<file path="src/rtl/dsDecimPkg.sv">
package dsDecimPkg;

  // Strobes sent from the control module to the datapath.
  typedef struct packed {
    logic dump;     // close the current sinc1 window on this edge
    logic combEn;   // run the comb section and register the output
    logic settled;  // the word being registered is past the settle span
  } decimCtl_t;

  // Median of three unsigned values.
  function automatic logic [3:0] median3(input logic [3:0] a,
                                         input logic [3:0] b,
                                         input logic [3:0] c);
    logic [3:0] lo;
    logic [3:0] hi;
    logic [3:0] mid;
    lo  = (a < b) ? a : b;
    hi  = (a < b) ? b : a;
    mid = (hi < c) ? hi : c;
    return (lo > mid) ? lo : mid;
  endfunction

endpackage

</file>
<file path="src/rtl/dsDecimCtl.sv">
module dsDecimCtl
  import dsDecimPkg::*;
#(
  parameter int DUMP_LEN    = 15,
  parameter int DECIM       = 128,
  parameter int SETTLE_OUTS = 3
) (
  input  logic      clk,
  input  logic      rst,
  input  logic      medValid,
  output decimCtl_t ctl
);
  localparam int PH_W = $clog2(DUMP_LEN);
  localparam int DC_W = $clog2(DECIM);
  localparam int ST_W = $clog2(SETTLE_OUTS + 1);

  logic [PH_W-1:0] phase;
  logic [DC_W-1:0] decCnt;
  logic [ST_W-1:0] outCount;
  logic            decimEvt;
  logic            combEnQ;

  assign decimEvt = medValid && (decCnt == DC_W'(DECIM - 1));

  // Phase counter for the first stage.
  always_ff @(posedge clk) begin
    if (rst) begin
      phase <= '0;
    end else if (phase == PH_W'(DUMP_LEN - 1)) begin
      phase <= '0;
    end else begin
      phase <= phase + 1'b1;
    end
  end

  // Counts filtered words and raises the comb enable one clock after the
  // integrators have taken in the last word of a block.
  always_ff @(posedge clk) begin
    if (rst) begin
      decCnt  <= '0;
      combEnQ <= 1'b0;
    end else begin
      combEnQ <= decimEvt;
      if (medValid) decCnt <= decCnt + 1'b1;
    end
  end

  // Saturating count of words produced since reset.
  always_ff @(posedge clk) begin
    if (rst) begin
      outCount <= '0;
    end else if (combEnQ && (outCount != ST_W'(SETTLE_OUTS))) begin
      outCount <= outCount + 1'b1;
    end
  end

  always_comb begin
    ctl.dump    = (phase == PH_W'(DUMP_LEN - 1));
    ctl.combEn  = combEnQ;
    ctl.settled = (outCount == ST_W'(SETTLE_OUTS));
  end

endmodule

</file>
<file path="src/rtl/dsDecimPath.sv">
module dsDecimPath
  import dsDecimPkg::*;
#(
  parameter int MID_W      = 4,
  parameter int OUT_W      = 16,
  parameter int ORDER      = 3,
  parameter int DECIM_LOG2 = 7
) (
  input  logic             clk,
  input  logic             rst,
  input  logic             bitIn,
  input  decimCtl_t        ctl,
  output logic [MID_W-1:0] midWord,
  output logic             midValid,
  output logic             medValid,
  output logic [OUT_W-1:0] outWord,
  output logic             outValid,
  output logic             outSettled
);
  localparam int CIC_W = MID_W + ORDER * DECIM_LOG2;

  // ---------------- sinc1 counter ----------------
  logic [MID_W-1:0] onesCnt;
  logic [MID_W-1:0] onesNext;
  assign onesNext = onesCnt + MID_W'(bitIn);

  always_ff @(posedge clk) begin
    if (rst) begin
      onesCnt  <= '0;
      midWord  <= '0;
      midValid <= 1'b0;
    end else begin
      midValid <= ctl.dump;
      if (ctl.dump) begin
        midWord <= onesNext;
        onesCnt <= '0;
      end else begin
        onesCnt <= onesNext;
      end
    end
  end

  // ---------------- median spike filter ----------------
  logic [MID_W-1:0] hist1;
  logic [MID_W-1:0] hist2;
  logic [MID_W-1:0] medWord;

  always_ff @(posedge clk) begin
    if (rst) begin
      hist1    <= '0;
      hist2    <= '0;
      medWord  <= '0;
      medValid <= 1'b0;
    end else begin
      medValid <= midValid;
      if (midValid) begin
        medWord <= median3(midWord, hist1, hist2);
        hist2   <= hist1;
        hist1   <= midWord;
      end
    end
  end

  // ---------------- CIC integrators ----------------
  logic [CIC_W-1:0] integ [ORDER];

  always_ff @(posedge clk) begin
    if (rst) begin
      for (int j = 0; j < ORDER; j++) integ[j] <= '0;
    end else if (medValid) begin
      integ[0] <= integ[0] + CIC_W'(medWord);
      for (int j = 1; j < ORDER; j++) integ[j] <= integ[j] + integ[j-1];
    end
  end

  // ---------------- CIC combs ----------------
  logic [CIC_W-1:0] stage [ORDER+1];
  logic [CIC_W-1:0] dly   [ORDER];

  assign stage[0] = integ[ORDER-1];
  for (genvar g = 0; g < ORDER; g++) begin : g_comb
    assign stage[g+1] = stage[g] - dly[g];
  end

  always_ff @(posedge clk) begin
    if (rst) begin
      for (int j = 0; j < ORDER; j++) dly[j] <= '0;
      outWord    <= '0;
      outValid   <= 1'b0;
      outSettled <= 1'b0;
    end else begin
      outValid <= ctl.combEn;
      if (ctl.combEn) begin
        for (int j = 0; j < ORDER; j++) dly[j] <= stage[j];
        outWord    <= stage[ORDER][CIC_W-1 -: OUT_W];
        outSettled <= ctl.settled;
      end
    end
  end

endmodule

</file>
<file path="src/rtl/dsDecimChain.sv">
module dsDecimChain
  import dsDecimPkg::*;
#(
  parameter int DUMP_LEN = 15,
  parameter int DECIM    = 128,
  parameter int ORDER    = 3,
  parameter int OUT_W    = 16
) (
  input  logic             clk,
  input  logic             rst,
  input  logic             bitIn,
  output logic [3:0]       midWord,
  output logic             midValid,
  output logic [OUT_W-1:0] outWord,
  output logic             outValid,
  output logic             outSettled
);
  localparam int MID_W      = $clog2(DUMP_LEN + 1);
  localparam int DECIM_LOG2 = $clog2(DECIM);

  decimCtl_t ctl;
  logic      medValid;

  dsDecimCtl #(
    .DUMP_LEN   (DUMP_LEN),
    .DECIM      (DECIM),
    .SETTLE_OUTS(ORDER)
  ) u_ctl (
    .clk     (clk),
    .rst     (rst),
    .medValid(medValid),
    .ctl     (ctl)
  );

  dsDecimPath #(
    .MID_W     (MID_W),
    .OUT_W     (OUT_W),
    .ORDER     (ORDER),
    .DECIM_LOG2(DECIM_LOG2)
  ) u_path (
    .clk       (clk),
    .rst       (rst),
    .bitIn     (bitIn),
    .ctl       (ctl),
    .midWord   (midWord),
    .midValid  (midValid),
    .medValid  (medValid),
    .outWord   (outWord),
    .outValid  (outValid),
    .outSettled(outSettled)
  );

endmodule

</file>
<file path="config.mk">
export PLATFORM = sky130hd
export DESIGN_NAME = dsDecimChain
export DESIGN_NICKNAME = d
export VERILOG_FILES = /design/src/rtl/dsDecimPkg.sv /design/src/rtl/dsDecimCtl.sv /design/src/rtl/dsDecimPath.sv /design/src/rtl/dsDecimChain.sv
export SDC_FILE = /design/constraint.sdc
export NUM_CORES = 1
export LEC_CHECK = 0
export BUFFER_PORTS_ARGS = -buffer_cell sky130_fd_sc_hd__buf_2
export CORE_AREA = 2 2 169 171
export CTS_CLUSTER_SIZE = 16
export DETAILED_ROUTE_END_ITERATION = 10
export DIE_AREA = 0 0 171 173
export GPL_TIMING_DRIVEN = 0
export PLACE_DENSITY = 0.65
export REMOVE_ABC_BUFFERS = 1
export SLEW_MARGIN = 20
export SYNTH_ARGS = -nofsm -noshare
export SYNTH_HDL_FRONTEND = slang
export SYNTH_SLANG_ARGS = --single-unit
export TNS_END_PERCENT = 50
</file>
<file path="constraint.sdc">
create_clock -name clk -period 6.5 [get_ports clk]
set_clock_uncertainty 0.2 [all_clocks]
set_input_delay 1.3 -clock clk [delete_from_list [all_inputs] [get_ports clk]]
set_output_delay 1.3 -clock clk [all_outputs]
set_load 0.005 [all_outputs]
</file>
* Word level (Yosys, flattened, before mapping)
Memory sizes are Yosys's and may differ from the RTL's.
Cells that the tools add are included.
** Operators by class
- Muxes and demuxes :: 18
- Reductions and logical operators :: 3
- Div/mod/pow operators :: 0
- Bitwise operators :: 6
- Equality and inequality tests :: 4
- Shifts and indexed selects :: 0
- $add $sub $neg :: 10
- $mul :: 0
- Magnitude comparators :: 3
** Operator list (number)
- two-way mux 25 bit :: 6
- subtractor 25 bit :: 3
- adder 25 bit :: 2
- adder 25 x 4 -> 25 bit :: 1
- two-way mux 4 bit :: 4
- < comparator 4 bit :: 2
- two-way mux 1 bit :: 8
- adder 7 x 1 -> 7 bit (second input constant) :: 1
- equality test 7 bit (second input constant) :: 1
- bitwise OR 1 bit :: 6
- adder 4 x 1 -> 4 bit :: 1
- adder 4 x 1 -> 4 bit (second input constant) :: 1
- equality test 4 bit (second input constant) :: 1
- > comparator 4 bit :: 1
- adder 2 x 1 -> 2 bit (second input constant) :: 1
- equality test 2 bit (second input constant) :: 1
- logical AND 1 bit :: 2
- != test 2 bit (second input constant) :: 1
- OR reduction 2 bit :: 1
** Word-level totals
- Bits of input ports :: 3
- Latch bits :: 0
- Register bits :: 54
- Word-level logic and storage cells :: 60
- Memory bits (writable) :: 150
- Memories kept :: 2
- Bits in read-only memories :: 0
** Memory list
- u_path.dly :: words 3, width 25, rd ports 3, clocked after memory_dff 0, write ports 3, line dsDecimPath.sv:78 : logic [CIC_W-1:0] dly [ORDER];
- u_path.integ :: words 3, width 25, rd ports 3, clocked after memory_dff 0, write ports 3, line dsDecimPath.sv:65 : logic [CIC_W-1:0] integ [ORDER];

* Longest topological paths before layout
Gate-level depths: netlist of run 1.
- Word-level depth :: 6
- Mapped depth :: 30
- Depth with buffers taken out :: 30

* Modules after synthesis
A second synthesis of run 1 with hierarchy kept.
** Unflattened totals
- Cell total of the unflattened synthesis :: 1400
- Area, all modules :: 13660.6 um^2
** Modules (own cells, without submodules)
- dsDecimPath :: area an instance 13067.5 um^2, cells each 1338, times used 1
- dsDecimCtl :: area an instance 593.1 um^2, cells each 62, times used 1

* Least setup slack after synthesis of run 1
No wires, ideal clock.
- Path kind :: reg-to-reg
- From :: mem u_path.integ[0][56] (netlist name)
- To :: reg u_path.outWord[15]
- Setup time :: 86 ps
- Slack :: 885 ps
- Arrival time :: 5329 ps
- Cell stages (with the launch flop) :: 26
- Cell sequence :: edfxtp_1 ha_1 a21o_1 a21oi_1 nor2b_1 a211oi_1 a21boi_0 o21ai_0 nand2_1 xor2_1 ha_1 nand4_1 a2111oi_2 o31a_1 nor2_1 xnor2_1 ha_1 or4_1 a21oi_1 o21ai_0 o2111ai_1 nand3_1 o41ai_1 xnor2_1 xnor2_1 a211oi_1
** RTL lines
- start, declared :: line dsDecimPath.sv:65
- end signal, assigned :: line dsDecimPath.sv:95 : outWord <= stage[ORDER][CIC_W-1 -: OUT_W];
- end, declared :: line dsDecimPath.sv:16 : output logic [OUT_W-1:0] outWord,

==> out/summary.txt, run 1 <==
hold wc startpoint = u_path.outWord[1]
Overflow after GRT = 0
CTS tree = built
pwr/cell area = 236.5 nW/um2
wire length on met3 = 593 um
Setup-failing EPs final = 0
Hold Path End = u_path.outWord[1]
# DRC = 0
WP data required = 6.73 ns
clk_lat worst skew = 0.52 ns
fmax = 164.1 MHz
CTS sink count = 204
hold depth = 2
layout cells sized above 1 = 0.07056
Initial Util = 0.4970
final hold vios = 0
worst slew pin tran = 0.8945 ns
Synth async-reset ratio = 0
Worst-path clk slew = 0.06 ns
post-synthesis register bit count = 204
Via Count = 9851
width of the chip = 171 um
most common cell after layout, fill and taps aside = edfxtp_1
final core area utilization = 0.5498
R2R Path End = u_path.outWord[15]
Final period util = 0.9378
register area = 5585 um2
CTS Buffer Depth = 3
cell row count = 61
status = completed
Core Area = 27630 um2
worst reg2reg setup slack = 0.40 ns
critical setup path kind = reg2reg
reg2reg path depth = 29
critical-path maximum fanout = 7
syn avg cell area = 9.636 um2
Gate Count Post-Synth = 1425
max layer used = met4
Cell variety after synth = 77
Setup Slack @ Placement = -0.1557 ns
post-synth top area share = 0.3280
GPL Wtd Cong = 0.8842
HPWL Detailed = 18490 um
FF-to-FF Start = u_path.integ[0][50]
vias in the first global route = 9543
IO Pins = 26
DRT met1 WL = 11580 um
min-delay worst type = reg2reg
Worst setup EP type = register
PortBufs = 25
Post-synth EDFFs = 150
Initial DRC Count = 376
Layout fillers = 2437
footprint of the multi-input gates = 7662 um2
met2 wire len = 12350 um
Diodes inserted = 0
Die Ht = 173 um
commonest non-fill, non-tap cells in the layout = 150 x edfxtp_1, 146 x nor2_1, 140 x ha_1, 123 x inv_1, 82 x a21oi_1
Area growth syn-to-layout = 10.62%
crit path time final = 6.096 ns
H-tree Lvls = 1
final antenna-violating net count = 0
Crit-path slowest cell = fa_1
RSZ-0062 raised after global routing = false
worst stage delay on the critical path = 0.40 ns
top cell type by total area after synthesis = edfxtp_1
hold buffer count at CTS = 0
Post-synth top flop = edfxtp_1
PnR worst setup slack = 0.4045 ns
clk root buf = clkbuf_16
initial antenna violation count = 0
worst path arrival time = 6.32 ns
worst vdd ir = 0.1833 mV
largest net degree at the start of global routing = 62
Vias/cell = 5.319
Max-cap violations = 0
global-route wire length before repair = 42760 um
P_leak = 6.374 nW
Post-Route WL = 25150 um
Max-slew headroom = 0.4022
Nets = 1606
crit start category = register
die area = 29580 um2
Yosys warnings = 0
Overall Global Routing Usage = 0.1717
post-synthesis cell area = 13730 um2
post-DR wirelength/cell = 13.58 um
DR pass1 iterations = 4
Synth area leaders = edfxtp_1 33%, ha_1 13%, dfxtp_1 7.9%
number of CTS-inserted buffers = 24
post-synthesis sequential area ratio = 0.4067
Slew Limit Fails = 0
==> cell type report <==
class | instances | share of cell area
Multi-Input combinational cell | 1069 | 0.5044
Sequential cell | 204 | 0.3677
Clock buffer | 29 | 0.04217
Tap cell | 378 | 0.03114
Inverter | 125 | 0.03105
Timing Repair Buffer | 32 | 0.01549
Clock inverter | 15 | 0.007990
==> critical path, delay by kind of cell (launching register included) <==
family,cells,cell delay [ns]
compound gates,17,2.99
fa+ha+maj,4,1.27
xor+xnor,4,0.65
simple gates,3,0.44
flops,1,0.39
buf+inv,1,0.08
==> power by group <==
part           internal [mW]  switching [mW]
clock network          0.777           0.529
registers               1.43          0.0224
logic                  0.360           0.477
total                   2.56            1.03
==> through the flow <==
stage / TNS [ns] / cell area, um2 / hold slack, ns / std cells / power [mW]
after global placement: -0.004926 / 14230 / 0.2308 / 1801 / 2.271
after floorplan: 0 / 13630 / 0.2297 / 1398 / 2.130
after global routing: 0 / 15190 / 0.2752 / 1852 / 3.780
final: 0 / 15190 / 0.2418 / 1852 / 3.593
after detailed placement: -0.1557 / 14330 / 0.2369 / 1805 / 2.289
after CTS: 0 / 15110 / 0.2498 / 1849 / 3.611
==> cells by family (layout without fill, tap and decap cells) <==
kind of cell             Yosys count  count (layout)  share of synthesized area
XOR/XNOR                         105             105                    0.06806
adder cells (fa/ha/maj)          147             147                     0.1367
flip-flops                       204             204                     0.4067
multiplexers                      27              27                    0.02005
AND/OR/NAND/NOR                  454             454                     0.1630
buffers and inverters            152             201                    0.04155
AO/OA/AOI/OAI                    336             336                     0.1639
==> cells in the mapped netlist, types with 24 or more instances <==
cell      number
nand2b_1      24
edfxtp_1     150
a21o_1        44
xor2_1        49
a21oi_1       84
nand2_1       79
xnor2_1       55
and2_1        67
nor3_1        27
nand3_1       29
ha_1         142
nor2_1       146
inv_1        125
dfxtp_1       54
o21ai_0       74
==> per-layer routing <==
layer / vias to the layer above / GRT usage
met3: 44 / 0.02335
met1: 4535 / 0.2086
met4: 0 / 0.05191
met2: 101 / 0.3127
li1: 5171 / -
met5: - / 0
==> what timing repair did <==
item	CTS	global route
setup buffers	0	3
endpoints found under the hold margin	0	0
setup endpoints to repair	1	5
resized for setup	2	16
pin swaps	0	7
==> how the worst max path moves through the flow <==
stage,slack [ns],from,cells after the start,endpoint
floorplan,0.89,u_path.integ[0][56],25,u_path.outWord[15]
global placement,-0.005,u_path.integ[0][56],25,u_path.outWord[15]
detailed placement,-0.16,u_path.integ[0][56],25,u_path.outWord[15]
CTS,0.04,u_path.integ[0][56],25,u_path.outWord[15]
global route,0.01,u_path.integ[0][50],29,u_path.outWord[15]
finish,0.40,u_path.integ[0][50],29,u_path.outWord[15]
==> sequential cells by signal (all words and copies together), names as in the netlist <==
register,count
u_path.outSettled,1
u_path.midValid,1
u_ctl.decCnt,7
u_path.dly,75
u_path.midWord,4
u_path.medValid,1
u_path.integ,75
u_path.medWord,4
u_path.hist1,4
u_ctl.combEnQ,1
u_path.outValid,1
u_path.onesCnt,4
u_ctl.phase,4
u_path.outWord,16
u_path.hist2,4
u_ctl.outCount,2
No activity file was read; power rests on OpenSTA's default activity.
==> run 2, diff against run 1 <==
--- a/config.mk
+++ b/config.mk
@@ -6,10 +6,10 @@
 export NUM_CORES = 1
 export LEC_CHECK = 0
 export BUFFER_PORTS_ARGS = -buffer_cell sky130_fd_sc_hd__buf_2
-export CORE_AREA = 2 2 169 171
+export CORE_AREA = 2 2 139 208
 export CTS_CLUSTER_SIZE = 16
 export DETAILED_ROUTE_END_ITERATION = 10
-export DIE_AREA = 0 0 171 173
+export DIE_AREA = 0 0 141 210
 export GPL_TIMING_DRIVEN = 0
 export PLACE_DENSITY = 0.65
 export REMOVE_ABC_BUFFERS = 1
==> run 2 against run 1 <==
Net effect:
- clock power fell by 4%
- highest routed layer unchanged
- sequential share of layout area up 0.15 points
- largest power group unchanged
- sequential power about the same
- largest cell class unchanged
- final cell count down 1.9%
- critical path type unchanged
- hold slack improved by 0.0015 ns
- maximum frequency is 0.36% higher
==> out/summary.txt, run 2 (synthesis gave the netlist of run 1 again) <==
status = completed
global-route wire length before repair = 44280 um (+3.6%)
clk_lat worst skew = 0.51 ns (about the same)
die area = 29610 um2 (about the same)
# DRC = 0 (unchanged)
min-delay worst type = reg2reg
Die Ht = 210 um (+21%)
PnR worst setup slack = 0.4260 ns (+0.02158 ns)
Worst-path clk slew = 0.06 ns (about the same)
worst stage delay on the critical path = 0.42 ns (+0.02 ns)
RSZ-0062 raised after global routing = false
R2R Path End = u_path.outWord[15]
DR pass1 iterations = 5 (+1)
Initial Util = 0.4927 (-0.004306)
layout cells sized above 1 = 0.07070 (+0.0001439)
critical-path maximum fanout = 7 (unchanged)
crit path time final = 6.074 ns (-0.02158 ns)
design area = 15130 um2 (-0.41%)
Vias/cell = 5.472 (+2.9%)
dpl cell area = 14300 um2 (-0.23%)
commonest non-fill, non-tap cells in the layout = 150 x edfxtp_1, 146 x nor2_1, 141 x ha_1, 123 x inv_1, 80 x a21oi_1
crit start category = register
Area growth syn-to-layout = 10.16%
Largest regs = u_path.dly: 75 flops, u_path.integ: 75 flops, u_path.outWord: 16 flops
Fin Hold WS = 0.2433 ns (+0.001548 ns)
hold depth = 2 (unchanged)
Max-cap violations = 0 (unchanged)
WP data required = 6.72 ns (about the same)
initial antenna violation count = 0 (unchanged)
width of the chip = 141 um (-18%)
Core Area = 27870 um2 (+0.87%)
vias in the first global route = 9950 (+4.3%)
most common cell after layout, fill and taps aside = edfxtp_1
Setup-failing EPs final = 0 (unchanged)
hold wc startpoint = u_path.outWord[5]
Worst setup EP type = register
Final period util = 0.9345 (-0.003320)
CTS Buffer Depth = 3 (unchanged)
cell row count = 75 (+23%)
final core area utilization = 0.5428 (-0.007008)
Overall Global Routing Usage = 0.1798 (+0.008012)
pwr/cell area = 235.1 nW/um2 (-0.59%)
CTS sink count = 204 (unchanged)
worst vdd ir = 0.1921 mV (+4.8%)
CP delay by family, top = compound AO/OA/AOI/OAI gates
H-tree Lvls = 1 (unchanged)
Overflow after GRT = 0 (unchanged)
Max-slew headroom = 0.3804 (-0.02182)
Via Count = 9943 (+0.93%)
FF-to-FF Start = u_path.integ[0][50]
worst reg2reg setup slack = 0.43 ns (+0.02 ns)
clk root buf = clkbuf_16
Post-Route WL = 26130 um (+3.9%)
Setup Slack @ Placement = -0.2279 ns (-0.07228 ns)
largest net degree at the start of global routing = 52 (-16%)
CTS tree = built
HPWL Detailed = 19440 um (+5.1%)
critical path launch point = u_path.integ[0][50]
worst slew pin tran = 0.9272 ns (+0.03265 ns)
PortBufs = 25 (unchanged)
final antenna-violating net count = 0 (unchanged)
Slew Limit Fails = 0 (unchanged)
Initial DRC Count = 319 (-15%)
P_leak = 6.369 nW (about the same)
GPL Wtd Cong = 0.8747 (-1.1%)
worst path arrival time = 6.29 ns (-0.03 ns)
IO Pins = 26 (unchanged)
fmax = 164.6 MHz (+0.36%)
final hold vios = 0 (unchanged)
Crit-path slowest cell = ha_1
Hold Path End = u_path.outWord[5]
Tot Pwr = 3.557 mW (-1.0%)
reg2reg path depth = 29 (unchanged)
post-DR wirelength/cell = 14.38 um (+5.9%)
Nets = 1605 (-0.062%)
critical setup path kind = reg2reg
number of CTS-inserted buffers = 22 (-8.3%)
CP Buf/Inv Count = 1 (unchanged)
Diodes inserted = 0 (unchanged)
## run 2: how the worst max path moves through the flow
stage,depth (start not counted),slack (ns),end
2_1_floorplan,25,0.89,u_path.outWord[15]
3_3_place_gp,25,-0.20,u_path.outWord[15]
3_5_place_dp,25,-0.23,u_path.outWord[15]
4_1_cts,25,0.03,u_path.outWord[15]
5_1_grt,25,0.004,u_path.outWord[15]
6_report,29,0.43,u_path.outWord[15]
## run 2: layout make-up
| class | count | area, um2 |
|---|---|---|
| Inverter | 125 | 471.7 |
| Fill cell | 2467 | 12740 |
| Tap cell | 346 | 432.9 |
| Clock buffer | 26 | 606.8 |
| Sequential cell | 204 | 5585 |
| Timing Repair Buffer | 33 | 250.2 |
| Multi-Input combinational cell | 1069 | 7667 |
| Clock inverter | 14 | 112.6 |
## run 2: per-layer routing
| metal | part of all wire | routed length (um) | GRT usage | up-vias |
|---|---|---|---|---|
| met5 | 0 | 0 | 0 | - |
| li1 | - | - | - | 5168 |
| met3 | 0.025 | 646 | 0.02431 | 57 |
| met1 | 0.40 | 10360 | 0.1849 | 4611 |
| met2 | 0.55 | 14260 | 0.3581 | 107 |
| met4 | 0.033 | 867 | 0.07448 | 0 |
## run 2: worst register-to-register path, delay by kind of cell, from the launching register on
kind                     cells  cell delay (ns)
XOR/XNOR                     4             0.57
flip-flops                   1             0.35
AND/OR/NAND/NOR              3             0.47
buffers and inverters        1             0.07
AO/OA/AOI/OAI               17             3.02
adder cells (fa/ha/maj)      4             1.33
## run 2: power by group
part | switching (mW) | internal (mW) | total [mW]
clock | 0.519 | 0.742 | 1.26
sequential | 0.0212 | 1.43 | 1.45
combinational | 0.487 | 0.361 | 0.848
total | 1.03 | 2.53 | 3.56
## run 2: metrics by stage
stage,cells,TNS (ns)
2_1_floorplan,1398,0
3_3_place_gp,1769,-0.2011
3_5_place_dp,1773,-0.2878
4_1_cts,1813,0
5_1_grt,1817,0
6_report,1817,0
## run 2: timing repair
action,CTS,global route
pin swaps,0,7
setup endpoints to repair,2,8
buffers inserted,0,4
resized for setup,4,16
hold buffers,0,0
==> run 3, diff against run 2 <==
--- a/config.mk
+++ b/config.mk
@@ -5,13 +5,13 @@
 export SDC_FILE = /design/constraint.sdc
 export NUM_CORES = 1
 export LEC_CHECK = 0
-export BUFFER_PORTS_ARGS = -buffer_cell sky130_fd_sc_hd__buf_2
-export CORE_AREA = 2 2 139 208
+export CAP_MARGIN = 10
+export CORE_AREA = 2 2 146 219
 export CTS_CLUSTER_SIZE = 16
 export DETAILED_ROUTE_END_ITERATION = 10
-export DIE_AREA = 0 0 141 210
+export DIE_AREA = 0 0 148 221
+export DONT_BUFFER_PORTS = 1
 export GPL_TIMING_DRIVEN = 0
-export PLACE_DENSITY = 0.65
 export REMOVE_ABC_BUFFERS = 1
 export SLEW_MARGIN = 20
 export SYNTH_ARGS = -nofsm -noshare
==> run 3 against run 2 <==
Net effect:
- clock power up 7%
- routed wire length grew 2.2%
- register-to-register slack better by 0.02 ns
==> out/summary.txt, run 3 (synthesis gave the netlist of run 1 again) <==
Overflow after GRT = 0 (unchanged)
CTS Buffer Depth = 3 (unchanged)
CTS tree = built
hold buffer count at CTS = 0 (unchanged)
CTS sink count = 204 (unchanged)
GPL Wtd Cong = 0.8593 (-1.8%)
number of CTS-inserted buffers = 23 (+4.5%)
Via Count = 9878 (-0.65%)
IO Pins = 26 (unchanged)
final antenna-violating net count = 0 (unchanged)
Setup-failing EPs final = 0 (unchanged)
largest net degree at the start of global routing = 54 (+3.8%)
post-DR wirelength/cell = 14.44 um (+0.36%)
final hold vios = 0 (unchanged)
Die Ht = 221 um (+5.2%)
critical-path maximum fanout = 7 (unchanged)
vias in the first global route = 10170 (+2.2%)
Diodes inserted = 0 (unchanged)
Final period util = 0.9313 (-0.003151)
P_leak = 6.265 nW (-1.6%)
pwr/cell area = 240.2 nW/um2 (+2.1%)
cell row count = 79 (+5.3%)
worst path arrival time = 6.22 ns (-0.07 ns)
global-route wire length before repair = 45220 um (+2.1%)
Core Area = 30840 um2 (+11%)
worst slew pin tran = 1.081 ns (+0.1537 ns)
Largest regs = u_path.dly: 75 flops, u_path.integ: 75 flops, u_path.outWord: 16 flops
die area = 32710 um2 (+10%)
clk_lat worst skew = 0.52 ns (about the same)
Slew Limit Fails = 0 (unchanged)
HPWL Detailed = 19710 um (+1.4%)
H-tree Lvls = 1 (unchanged)
most common cell after layout, fill and taps aside = edfxtp_1
dpl cell area = 14250 um2 (-0.36%)
Initial DRC Count = 314 (-1.6%)
worst stage delay on the critical path = 0.41 ns (about the same)
RSZ-0062 raised after global routing = false
clk root buf = clkbuf_16
CP Buf/Inv Count = 1 (unchanged)
design area = 15150 um2 (+0.16%)
DR pass1 iterations = 4 (-1)
Vias/cell = 5.337 (-2.5%)
CP delay by family, top = compound AO/OA/AOI/OAI gates
Fin Setup TNS = 0 ns (unchanged)
layout cells sized above 1 = 0.05671 (-0.01399)
Worst setup EP type = register
crit path time final = 6.053 ns (-0.02048 ns)
Nets = 1579 (-1.6%)
Overall Global Routing Usage = 0.1655 (-0.01425)
crit start category = register
Area growth syn-to-layout = 10.33%
Initial Util = 0.4453 (-0.04744)
min-delay worst type = reg2reg
# DRC = 0 (unchanged)
PortBufs = 0 (-100%)
Fin Hold WS = 0.2559 ns (+0.01260 ns)
worst vdd ir = 0.1815 mV (-5.5%)
Max-cap violations = 0 (unchanged)
status = completed
Worst-path clk slew = 0.06 ns (about the same)
critical setup path kind = reg2reg
initial antenna violation count = 0 (unchanged)
Max-slew headroom = 0.2776 (-0.1027)
width of the chip = 148 um (+5.0%)
Crit-path slowest cell = fa_1
commonest non-fill, non-tap cells in the layout = 150 x edfxtp_1, 146 x nor2_1, 141 x ha_1, 123 x inv_1, 81 x a21oi_1
fmax = 165.2 MHz (+0.34%)
Post-Route WL = 26720 um (+2.2%)
WP data required = 6.66 ns (-0.06 ns)
## run 3: final cells by class
| class | count | area [um2] |
|---|---|---|
| clock buffers | 39 | 784.5 |
| clock inverters | 3 | 18.77 |
| multi-input cells | 1069 | 7674 |
| repair buffers | 6 | 110.1 |
| well taps | 405 | 506.7 |
| fillers | 2936 | 15690 |
| flip-flops and latches | 204 | 5585 |
| inverters | 125 | 471.7 |
## run 3: power breakdown
part | internal (mW) | total [mW] | switching [mW]
Sequential | 1.43 | 1.45 | 0.0213
Combinational | 0.359 | 0.839 | 0.481
Clock | 0.822 | 1.35 | 0.529
## run 3: worst min-delay path, stage by stage, from the launching register on
cell and delay, ns:
dfxtp_1 0.31, nand3_1 0.06, nor3_1 0.04
## run 3: per-layer routing
layer,track usage,wire length [um],share of wire,vias to the layer above
li1,-,-,-,5108
met3,0.02041,660,0.025,42
met4,0.05100,713,0.027,0
met5,0,0,0,-
met2,0.3427,14820,0.55,106
met1,0.1653,10530,0.39,4622
## run 3: timing repair
| item | CTS | global route |
|---|---|---|
| endpoints found under the hold margin | 0 | 0 |
| buffers inserted | 1 | 1 |
| endpoints found under the setup margin | 2 | 8 |
| cloned | 0 | 0 |
| resized for setup | 3 | 19 |
| pin swaps | 1 | 5 |
## run 3: path summary, 6_finish.rpt
kind                             from                 end  slack (ns)  cells after the start
setup / recovery  u_path.integ[0][50]  u_path.outWord[15]        0.45                     29
hold / removal        u_ctl.decCnt[6]       u_ctl.combEnQ        0.26                      2
setup reg to reg  u_path.integ[0][50]  u_path.outWord[15]        0.45                     29
hold reg to reg       u_ctl.decCnt[6]       u_ctl.combEnQ        0.26                      2
## run 3: metrics by stage
step | std cells | setup slack [ns] | util | power (mW)
final | 1851 | 0.4465 | 0.4913 | 3.639
after global routing | 1851 | 0.01573 | 0.4913 | 3.852
after CTS | 1850 | 0.01154 | 0.4891 | 3.672
after detailed placement | 1807 | -0.2672 | 0.4620 | 2.295
after global placement | 1803 | -0.2402 | 0.4584 | 2.279
after floorplan | 1398 | 0.8871 | - | 2.130
